===== config.mk =====
export PLATFORM = sky130hd
export DESIGN_NAME = ramp_adc_ctrl
export DESIGN_NICKNAME = d
export VERILOG_FILES = /design/src/rtl/adc_ramp_pkg.sv /design/src/rtl/adc_ramp_ctrl.sv /design/src/rtl/adc_ramp_dp.sv /design/src/rtl/ramp_adc_ctrl.sv
export SDC_FILE = /design/constraint.sdc
export NUM_CORES = 1
export LEC_CHECK = 0
export BUFFER_PORTS_ARGS = -buffer_cell sky130_fd_sc_hd__buf_2
export CORE_AREA = 2 2 52 54
export CTS_CLUSTER_SIZE = 24
export DETAILED_ROUTE_END_ITERATION = 16
export DIE_AREA = 0 0 54 56
export MAX_ROUTING_LAYER = met4
export PLACE_DENSITY = 0.63
export SYNTH_ARGS = -nofsm -noshare
export SYNTH_HDL_FRONTEND = slang
export SYNTH_SLANG_ARGS = --single-unit

===== constraint.sdc =====
create_clock -name clk -period 2.85 [get_ports clk]
set_input_delay 0.57 -clock clk [delete_from_list [all_inputs] [get_ports clk]]
set_output_delay 0.57 -clock clk [all_outputs]
set_load 0.005 [all_outputs]

===== src/rtl/adc_ramp_pkg.sv =====
package adc_ramp_pkg;
  typedef struct packed {
    logic clearCnt;
    logic stepCnt;
    logic latchRes;
  } rampStrobe_t;

  typedef enum logic {
    ST_IDLE = 1'b0,
    ST_RAMP = 1'b1
  } rampState_t;
endpackage


===== src/rtl/adc_ramp_ctrl.sv =====
module adc_ramp_ctrl
  import adc_ramp_pkg::*;
(
  input  logic        clk,
  input  logic        rst_n,
  input  logic        startReq,
  input  logic        cmpHigh,
  input  logic        cntFull,
  output rampStrobe_t strobe,
  output logic        busy
);
  rampState_t state, nextState;

  always_comb begin
    strobe    = '0;
    nextState = state;
    unique case (state)
      ST_IDLE: begin
        if (startReq) begin
          strobe.clearCnt = 1'b1;
          nextState       = ST_RAMP;
        end
      end
      ST_RAMP: begin
        if (cmpHigh || cntFull) begin
          strobe.latchRes = 1'b1;
          nextState       = ST_IDLE;
        end else begin
          strobe.stepCnt = 1'b1;
        end
      end
      default: nextState = ST_IDLE;
    endcase
  end

  always_ff @(posedge clk or negedge rst_n) begin
    if (!rst_n) state <= ST_IDLE;
    else        state <= nextState;
  end

  assign busy = (state == ST_RAMP);

  AST_START_TAKEN: assert property (@(posedge clk) disable iff (!rst_n)
    (!busy && startReq) |=> busy);
  AST_TRIP_STOPS: assert property (@(posedge clk) disable iff (!rst_n)
    (busy && cmpHigh) |=> !busy);
  AST_FULL_STOPS: assert property (@(posedge clk) disable iff (!rst_n)
    (busy && cntFull) |=> !busy);
  AST_BUSY_NO_RESTART: assert property (@(posedge clk) disable iff (!rst_n)
    busy |-> !strobe.clearCnt);
endmodule


===== src/rtl/adc_ramp_dp.sv =====
module adc_ramp_dp
  import adc_ramp_pkg::*;
#(
  parameter int RES_BITS = 10
) (
  input  logic                clk,
  input  logic                rst_n,
  input  rampStrobe_t         strobe,
  input  logic                hiByteEn,
  input  logic                loByteEn,
  output logic [RES_BITS-1:0] cntQ,
  output logic                cntFull,
  output logic [RES_BITS-1:0] resultQ,
  output logic [7:0]          dataOut
);
  localparam int WIDE_BITS = 16;
  localparam int PAD_BITS  = WIDE_BITS - RES_BITS;

  logic [WIDE_BITS-1:0] resWide;

  always_ff @(posedge clk or negedge rst_n) begin
    if (!rst_n)              cntQ <= '0;
    else if (strobe.clearCnt) cntQ <= '0;
    else if (strobe.stepCnt)  cntQ <= cntQ + RES_BITS'(1);
  end

  assign cntFull = &cntQ;

  always_ff @(posedge clk or negedge rst_n) begin
    if (!rst_n)               resultQ <= '0;
    else if (strobe.latchRes) resultQ <= cntQ;
  end

  generate
    if (PAD_BITS > 0) begin : g_pad
      assign resWide = {{PAD_BITS{1'b0}}, resultQ};
    end else begin : g_nopad
      assign resWide = resultQ;
    end
  endgenerate

  always_comb begin
    if (loByteEn)      dataOut = resWide[7:0];
    else if (hiByteEn) dataOut = resWide[15:8];
    else               dataOut = 8'h00;
  end

  AST_RESULT_HELD: assert property (@(posedge clk) disable iff (!rst_n)
    !strobe.latchRes |=> $stable(resultQ));
  AST_NO_ENABLE_ZERO: assert property (@(posedge clk) disable iff (!rst_n)
    (!loByteEn && !hiByteEn) |-> (dataOut == 8'h00));
endmodule


===== src/rtl/ramp_adc_ctrl.sv =====
module ramp_adc_ctrl
  import adc_ramp_pkg::*;
#(
  parameter int RES_BITS = 10
) (
  input  logic                clk,
  input  logic                rst_n,
  input  logic                startReq,
  input  logic                cmpHigh,
  output logic [RES_BITS-1:0] dacCode,
  output logic                convDone,
  input  logic                hiByteEn,
  input  logic                loByteEn,
  output logic [7:0]          dataOut
);
  rampStrobe_t         strobe;
  logic                busy;
  logic                cntFull;
  logic [RES_BITS-1:0] resultQ;

  adc_ramp_ctrl u_ctrl (
    .clk      (clk),
    .rst_n    (rst_n),
    .startReq (startReq),
    .cmpHigh  (cmpHigh),
    .cntFull  (cntFull),
    .strobe   (strobe),
    .busy     (busy)
  );

  adc_ramp_dp #(.RES_BITS(RES_BITS)) u_dp (
    .clk      (clk),
    .rst_n    (rst_n),
    .strobe   (strobe),
    .hiByteEn (hiByteEn),
    .loByteEn (loByteEn),
    .cntQ     (dacCode),
    .cntFull  (cntFull),
    .resultQ  (resultQ),
    .dataOut  (dataOut)
  );

  assign convDone = !busy;

  AST_RAMP_STEP: assert property (@(posedge clk) disable iff (!rst_n)
    (!convDone && !cmpHigh && !(&dacCode)) |=> (dacCode == $past(dacCode) + RES_BITS'(1)));
  AST_RESULT_CAPTURE: assert property (@(posedge clk) disable iff (!rst_n)
    (!convDone && (cmpHigh || (&dacCode))) |=> (convDone && resultQ == $past(dacCode)));
  AST_IDLE_FROZEN: assert property (@(posedge clk) disable iff (!rst_n)
    (convDone && !startReq) |=> ($stable(dacCode) && convDone));
endmodule


=== Yosys cells after proc, flatten, opt, wreduce, memory -nomap -nowiden ===
Cells that the tools add are included.

* Add/sub/neg operators: 1
* Mux-type cells: 10
* Bitwise logic cells: 1
* Reductions and logical operators: 4

{| class="wikitable"
|+ Operators with widths
! kind !! number
|-
| two-way mux 10 bit || 2
|-
| adder 10 x 1 -> 10 bit (second input constant) || 1
|-
| AND reduction 10 bit || 1
|-
| two-way mux 8 bit || 1
|-
| two-way mux 1 bit || 4
|-
| two-way mux 2 bit || 2
|-
| case mux 1 bit (2 select lines) || 1
|-
| nonzero test 2 bit || 1
|-
| zero test 1 bit || 1
|-
| logical OR 1 bit || 1
|-
| inverter 1 bit || 1
|}

* Register bits after elaboration: 21
* Input bits: 6
* Output and inout port bits: 19
* Logic and storage cells: 19

=== Logic depth before layout (Yosys ltp) ===
Gate-level depths: netlist of the first run.

* Depth in word-level cells: 6
* Depth in mapped cells: 5
* Mapped depth without buffers: 5

=== Hierarchy ===
From an unflattened synthesis of the first run, not the netlist that was laid out.

* Cell total of the unflattened synthesis: 91
* Area, all modules: 999.7 sq um

{| class="wikitable"
|+ By module, submodules not included
! module !! times used !! cells each !! area each (sq um) !! seq. area each (sq um)
|-
| adc_ramp_dp || 1 || 85 || 938.4 || 500.5
|-
| adc_ramp_ctrl || 1 || 5 || 57.6 || 25.0
|-
| ramp_adc_ctrl || 1 || 1 || 3.8 || 0.0
|}

=== Least setup slack after synthesis of the first run ===
OpenSTA, ideal clock, no wires.

* Path type: register -> register
* Start point: reg u_dp.cntQ[0]
* End point: reg u_dp.resultQ[0]
* Library setup time: 125 ps
* Arrival: 1551 ps
* Required time: 2725 ps
* Setup slack: 1174 ps
* Cell stages (with the launch flop): 6
* Path buffers: 0
* Period minus slack after synthesis: 1676 ps
* Cell sequence: dfrtp_1 > ha_1 > nand4_1 > nor3_4 > o21ai_4 > mux2_2

* Cells in the longest elaborated chain, start to end: 4

{| class="wikitable"
|+ Ends and longest elaborated chain
! item !! line !! source
|-
| start, declared || adc_ramp_dp.sv:11 || <nowiki>output logic [RES_BITS-1:0] cntQ,</nowiki>
|-
| start signal, assigned || adc_ramp_dp.sv:24 || <nowiki>else if (strobe.stepCnt) cntQ <= cntQ + RES_BITS'(1);</nowiki>
|-
| AND reduction 10 bit || adc_ramp_dp.sv:27 || <nowiki>assign cntFull = &cntQ;</nowiki>
|-
| logical OR 1 bit || adc_ramp_ctrl.sv:25 || <nowiki>if (cmpHigh || cntFull) begin</nowiki>
|-
| two-way mux 1 bit || adc_ramp_ctrl.sv:25 ||
|-
| two-way mux 2 bit || adc_ramp_ctrl.sv:17 || <nowiki>unique case (state)</nowiki>
|-
| end signal, assigned || adc_ramp_dp.sv:31 || <nowiki>else if (strobe.latchRes) resultQ <= cntQ;</nowiki>
|-
| end, declared || adc_ramp_dp.sv:13 || <nowiki>output logic [RES_BITS-1:0] resultQ,</nowiki>
|}

Several ways; a longest one is shown, not always the timed one.
A chain may end at the register's enable or synchronous reset.

=== Worst setup path after layout of the first run ===
* Start point: reg u_dp.cntQ[0]
* End point: reg u_dp.resultQ[4]

* Cells in the longest elaborated chain, start to end: 4

{| class="wikitable"
|+ Ends and longest elaborated chain
! item !! line
|-
| AND reduction 10 bit || adc_ramp_dp.sv:27
|-
| logical OR 1 bit || adc_ramp_ctrl.sv:25
|-
| two-way mux 1 bit || adc_ramp_ctrl.sv:25
|-
| two-way mux 2 bit || adc_ramp_ctrl.sv:17
|}

No other way between the ends.

==> impl_metrics.ini, run 1 <==
[run_status]
status = completed

[timing]
maxSlewViolCount = 0
clock.fmax_ghz = 0.507
min_period_over_period_pct = 69.2
rsz_0062_raised_after_global_routing = false
setup-violations-final = 0
hold_viol = 0
final_period_minus_worst_setup_slack_ns = 1.97
finClkSkew_ns = 0.00439
timing_worst_slew_pin_value_ns = 0.456
timing.setup.tns_ns = 0
maxSlewHeadroom_pct = 69.6

[cts]
tritoncts.num_buffers = 3
cts_resized = 0
tritoncts = done
clkTransAtPathRegs_ns = 0.11
cts_max_path_buffers = 2
postCtsSetupRepairBufs = 0
htree_levels = 1
numClockSinks = 21
insertion_delay_ns = 0.29
holdBufCountCts = 0
cts_root_buf = sky130_fd_sc_hd__clkbuf_4

[synth]
yosysUniqueCellTypes = 31
yosysTopAreaCell = sky130_fd_sc_hd__dfrtp_1
post_syn_nets = 102
synth-warning-count = 0
synth.cell_area_sq_um = 1040
synthArstFlopShare_pct = 100
synth_top_cells_by_area = sky130_fd_sc_hd__dfrtp_1 (51%), sky130_fd_sc_hd__mux2_2 (11%), sky130_fd_sc_hd__nand2_1 (4.0%)
yosys_most_used_dff = sky130_fd_sc_hd__dfrtp_1
synth_seq_cells = 21
synth_edf_count = 0
synth_sequential_area_ratio_pct = 50.5
yosysMostFrequentCell = sky130_fd_sc_hd__dfrtp_1
syn-mean-instance-area_sq_um = 10.9
synthCells = 95
netlist_top_cells_count = sky130_fd_sc_hd__dfrtp_1 (21), sky130_fd_sc_hd__nand2_1 (11), sky130_fd_sc_hd__mux2_2 (10)
synth_top_cell_area_share_pct = 50.5

[place]
dpl-instance-area_sq_um = 1190
numPortBuffers = 24
hpwl_microns = 1600
finalWeightedCongestion = 0.716

[grt]
grt_max_degree = 22
grt_usage_pct = 15.6
gr-usage-met2_pct = 25.4
grt_pass1_vias = 746
grt_pass1_wl_microns = 3440
overflow = 0
top_usage_layer = met2
met1_usage_pct = 19.9
use_met3_pct = 3.23
grt_antenna_before_repair = 0

[flow_run]
timing.max_cap.violations = 0

[worst_hold_path]
worstHoldPathType = primary input to async pin

[route]
vias = 820
wire_per_inst_microns = 13.5
drt.antenna.violating_nets = 0
detail_route.vias_per_cell = 5.39
dr.first_iter.drc_count = 15
remaining_drc_errors = 0
detail_route.first_pass.iterations = 4
detail_route.wirelength_microns = 2050

[die]
die_w_microns = 54
starting_density_pct = 42.7
floorplan.die.height_microns = 56
core_area_sq_um = 2430
rows = 18
die_area_sq_um = 3020
io-pin-count = 25

[setup_path]
timing_worst_setup_path_type = flop to flop
cpPeakStageDelay_ns = 0.46
timing.critical_path.required_ns = 3.03
crit_chain = ha_1 -> nand4_1 -> nor3_4 -> o21ai_4 -> mux2_2
r2r.worst_path.cells = 5
startpoint_type = flop
crit_fanout = 10
endpoint_kind = flop
timing.critical_path.arrival_ns = 2.16
cpMaxStageDelayCell = sky130_fd_sc_hd__dfrtp_1

[power_and_ir_drop]
areal_power_density_over_the_cells_nw_per_um2 = 487
static-leakage-power_nw = 0.620
vdd.ir_drop.worst_v = 0.000370
switching_share_pct = 27.5
sequential_fraction_of_design_power_pct = 59.5
switching_power_mw = 0.163
clkPwrFrac_pct = 23.1
cellInternalPower_mw = 0.430
combPwrFrac_pct = 17.4

[layout]
n_antenna_cell = 0
final_net_count = 130
drive_gt1_share_pct = 32.8
area_growth_pct = 17.3
fillers = 226
final_design_area_no_fill_sq_um = 1220
[kinds of logic (layout without fill, tap and decap cells)]
kind of cell	after synthesis	count (layout)	synth area share, %
multiplexers	13	13	13.7
adder cells (fa/ha/maj)	1	1	1.20
buffers and inverters	5	32	1.80
AND/OR/NAND/NOR	36	36	19.5
flip-flops	21	21	50.5
AO/OA/AOI/OAI	19	19	13.2
[layout make-up]
| cell class | instances | area, sq um | area share (%) |
|---|---|---|---|
| Clock buffer | 4 | 26.3 | 2.15 |
| Sequential cell | 21 | 526 | 43.1 |
| Timing Repair Buffer | 24 | 120 | 9.85 |
| Multi-Input combinational cell | 69 | 495 | 40.6 |
| Tap cell | 30 | 37.5 | 3.08 |
| Inverter | 4 | 15.0 | 1.23 |
[metal layers]
metal / routed length (microns) / part of all wire, % / vias up
met1: 909 / 44 / 391
met4: 12 / 0.58 / 0
met5: 0 / 0 / -
met2: 1040 / 51 / 21
met3: 93 / 4.5 / 2
li1: - / - / 406
[sequential cells by signal, indices dropped and copies added, names as in the netlist]
register and flops:
u_dp.cntQ 10, u_ctrl.busy 1, u_dp.resultQ 10
[stage by stage]
stage               setup WS, ns  hold WS, ns  util [%]  total power, mW  cells
finish                     0.877        0.211      50.2            0.594    152
global placement           0.952        0.479      49.1            0.462    148
floorplan                   1.17        0.274         -            0.416     95
global route               0.691        0.232      50.2            0.639    152
detailed placement         0.884        0.488      49.1            0.465    148
CTS                        0.865        0.225      50.2            0.601    152
[cell usage in the layout, fill, tap and decap left out, types with 3 or more instances in the layout]
cell type,count
sky130_fd_sc_hd__inv_1,4
sky130_fd_sc_hd__buf_2,24
sky130_fd_sc_hd__and2_1,6
sky130_fd_sc_hd__nor4_1,3
sky130_fd_sc_hd__mux2i_1,3
sky130_fd_sc_hd__nand3_1,3
sky130_fd_sc_hd__dfrtp_1,21
sky130_fd_sc_hd__nand2_1,11
sky130_fd_sc_hd__o21ai_0,5
sky130_fd_sc_hd__clkbuf_4,3
sky130_fd_sc_hd__mux2_2,10
sky130_fd_sc_hd__o211ai_1,3
[power groups by stage]
stage | combinational, mW | sequential [mW] | clock [mW]
6_report | 0.104 | 0.353 | 0.137
5_1_grt | 0.124 | 0.359 | 0.157
4_1_cts | 0.106 | 0.353 | 0.142
3_5_place_dp | 0.106 | 0.359 | 0
3_3_place_gp | 0.103 | 0.359 | 0
2_1_floorplan | 0.0624 | 0.353 | 0
[final timing paths]
path                                 startpoint              end  slack [ns]
worst max-delay path               u_dp.cntQ[0]  u_dp.resultQ[4]        0.88
worst min-delay path                      rst_n     u_dp.cntQ[4]        0.21
worst max register to register     u_dp.cntQ[0]  u_dp.resultQ[4]        0.88
worst min register to register  u_dp.resultQ[6]  u_dp.resultQ[6]        0.51
max in group asynchronous                 rst_n     u_dp.cntQ[0]        2.33
min in group clk                       startReq     u_dp.cntQ[8]        0.47
[critical path: cells and delay by family (launching register included)]
family | cells | cell delay, ns
flops | 1 | 0.46
simple gates | 2 | 0.68
mux | 1 | 0.30
fa+ha+maj | 1 | 0.24
compound gates | 1 | 0.18
Note: power is estimated with default switching activity, not from simulation.
==> inputs of run 2 (changes only) <==
--- a/config.mk
+++ b/config.mk
@@ -5,11 +5,12 @@
 export SDC_FILE = /design/constraint.sdc
 export NUM_CORES = 1
 export LEC_CHECK = 0
+export ABC_AREA = 1
 export BUFFER_PORTS_ARGS = -buffer_cell sky130_fd_sc_hd__buf_2
-export CORE_AREA = 2 2 52 54
+export CORE_AREA = 2 2 54 56
 export CTS_CLUSTER_SIZE = 24
 export DETAILED_ROUTE_END_ITERATION = 16
-export DIE_AREA = 0 0 54 56
+export DIE_AREA = 0 0 56 58
 export MAX_ROUTING_LAYER = met4
 export PLACE_DENSITY = 0.63
 export SYNTH_ARGS = -nofsm -noshare
==> constraint.sdc (replaced) <==
create_clock -name clk -period 1.89 [get_ports clk]
set_input_delay 0.378 -clock clk [delete_from_list [all_inputs] [get_ports clk]]
set_output_delay 0.378 -clock clk [all_outputs]
set_load 0.005 [all_outputs]
==> impl_metrics.ini, run 2 <==
[synth]
yosysUniqueCellTypes = 19
synthCells = 147
synth_edf_count = 0
netlist_top_cells_count = sky130_fd_sc_hd__nand2_1 (58), sky130_fd_sc_hd__dfrtp_1 (21), sky130_fd_sc_hd__nand3_1 (20)
post_syn_nets = 154
synth_sequential_area_ratio_pct = 45.8
yosysMostFrequentCell = sky130_fd_sc_hd__nand2_1
synth-warning-count = 0
synth_top_cells_by_area = sky130_fd_sc_hd__dfrtp_1 (46%), sky130_fd_sc_hd__nand2_1 (19%), sky130_fd_sc_hd__nand3_1 (8.7%)
syn-mean-instance-area_sq_um = 7.81
synthArstFlopShare_pct = 100
yosysTopAreaCell = sky130_fd_sc_hd__dfrtp_1
synth_seq_cells = 21
synth.cell_area_sq_um = 1150
yosys_most_used_dff = sky130_fd_sc_hd__dfrtp_1
synth_top_cell_area_share_pct = 45.8

[cts]
cts_root_buf = sky130_fd_sc_hd__clkbuf_4
postCtsSetupRepairBufs = 0
insertion_delay_ns = 0.31
tritoncts.num_buffers = 3
clkTransAtPathRegs_ns = 0.11
htree_levels = 1
holdBufCountCts = 0
cts_max_path_buffers = 2
tritoncts = done
cts_resized = 0
numClockSinks = 21

[route]
detail_route.vias_per_cell = 4.67
detail_route.first_pass.iterations = 4
detail_route.wirelength_microns = 2270
dr.first_iter.drc_count = 24
vias = 943
wire_per_inst_microns = 11.2
drt.antenna.violating_nets = 0
remaining_drc_errors = 0

[layout]
drive_gt1_share_pct = 25.1
area_growth_pct = 13.8
utilization_pct = 49.1
mostFrequentLayoutCells = sky130_fd_sc_hd__nand2_1 (58), sky130_fd_sc_hd__buf_2 (24), sky130_fd_sc_hd__dfrtp_1 (21), sky130_fd_sc_hd__nand3_1 (20), sky130_fd_sc_hd__inv_1 (17)
n_antenna_cell = 0
fillers = 294
commonest_non_fill_non_tap_cell_in_the_layout = sky130_fd_sc_hd__nand2_1
final_net_count = 179

[setup_path]
crit_fanout = 12
startpoint_type = flop
endpoint_kind = flop
crit_chain = ha_1 -> nand2_2 -> nor2_2 -> nand3_4 -> nand3_2 -> inv_2 -> nand2_1 -> nand2_1
timing.critical_path.arrival_ns = 1.87
timing.critical_path.mode_cell = sky130_fd_sc_hd__nand2_1
cpMaxStageDelayCell = sky130_fd_sc_hd__dfrtp_1
cpPeakStageDelay_ns = 0.43
timing.critical_path.required_ns = 2.09
timing_worst_setup_path_type = flop to flop

[die]
core_area_sq_um = 2660
starting_density_pct = 43.1
io-pin-count = 25
floorplan.die.height_microns = 58
die_area_sq_um = 3250
rows = 19
die_w_microns = 56

[timing]
finalHoldWorstSlack_ns = -0.000718
maxSlewHeadroom_pct = 69.7
timing.setup.tns_ns = 0
final_period_minus_worst_setup_slack_ns = 1.67
clock.fmax_ghz = 0.599
worst_slack_ns = 0.219
maxSlewViolCount = 0
hold_viol = 4
setup-violations-final = 0
finClkSkew_ns = 0.000707
timing_worst_slew_pin_value_ns = 0.454
rsz_0062_raised_after_global_routing = false
min_period_over_period_pct = 88.4

[power_and_ir_drop]
static-leakage-power_nw = 0.788
vdd.ir_drop.worst_v = 0.000515
areal_power_density_over_the_cells_nw_per_um2 = 702

[run_status]
status = finished with violations
violations = hold timing

[grt]
grt_pass1_vias = 934
grt_pass1_wl_microns = 4200
grt_max_degree = 22
grt_usage_pct = 16.7
grt_antenna_before_repair = 0
overflow = 0

[worst_hold_path]
worstHoldPathType = primary input to async pin

[place]
placement.setup.worst_slack_ns = 0.257
finalWeightedCongestion = 0.805
hpwl_microns = 1680
numPortBuffers = 24

[flow_run]
timing.max_cap.violations = 0
-- run 2: cell type report --
cell class	count	area [sq um]	share of cell area [%]
multi-input cells	103	522	39.9
well taps	31	38.8	2.97
repair buffers	24	120	9.20
clock buffers	4	26.3	2.01
inverters	19	73.8	5.65
flip-flops and latches	21	526	40.2
-- run 2: critical path: cells and delay by family (launching register included) --
kind	cells	cell delay [ns]
buffers and inverters	1	0.13
DFF	1	0.43
and+or+nand+nor	6	0.78
adders and majority gates	1	0.23
-- run 2: layer usage --
metal  track usage (%)  wire [microns]  vias up
met4              6.12              19        0
met1              22.1            1090      418
met2              26.6            1070       21
li1                  -               -      502
met5                 -               0        -
met3              2.01              95        2
-- run 2: cell families after synthesis --
| family | Yosys count | share of synthesized area [%] |
|---|---|---|
| AOI/OAI and AO/OA | 7 | 5.02 |
| adders and majority gates | 1 | 1.09 |
| xor gates and xnor gates | 5 | 3.82 |
| buffers and inverters | 23 | 8.72 |
| and+or+nand+nor | 90 | 35.6 |
| DFF | 21 | 45.8 |
-- run 2: worst paths after layout --
check	slack [ns]	end	depth (start not counted)	startpoint
worst max-delay path	0.22	u_dp.cntQ[2]	8	u_dp.cntQ[1]
worst min-delay path	-0.0007	u_ctrl.busy	1	rst_n
worst max register to register	0.22	u_dp.cntQ[2]	8	u_dp.cntQ[1]
worst min register to register	0.49	u_dp.resultQ[2]	2	u_dp.resultQ[2]
max in group asynchronous	1.58	u_dp.cntQ[6]	1	rst_n
min in group clk	0.48	u_dp.resultQ[1]	5	cmpHigh
-- run 2: power by group --
part | leakage [nW] | internal [mW] | total (mW) | switching [mW]
Combinational | 0.485 | 0.0644 | 0.166 | 0.102
Sequential | 0.288 | 0.490 | 0.534 | 0.0444
Clock | 0.0150 | 0.0825 | 0.217 | 0.134
Total | 0.788 | 0.637 | 0.917 | 0.280
-- run 2: stage by stage --
stage / cell area (sq um) / power [mW] / instances / hold slack (ns)
global route: 1310 / 0.980 / 202 / 0.0329
detailed placement: 1280 / 0.712 / 198 / 0.363
floorplan: 1150 / 0.647 / 147 / 0.0824
global placement: 1280 / 0.706 / 198 / 0.362
finish: 1310 / 0.917 / 202 / -0.000718
CTS: 1310 / 0.931 / 202 / 0.0185
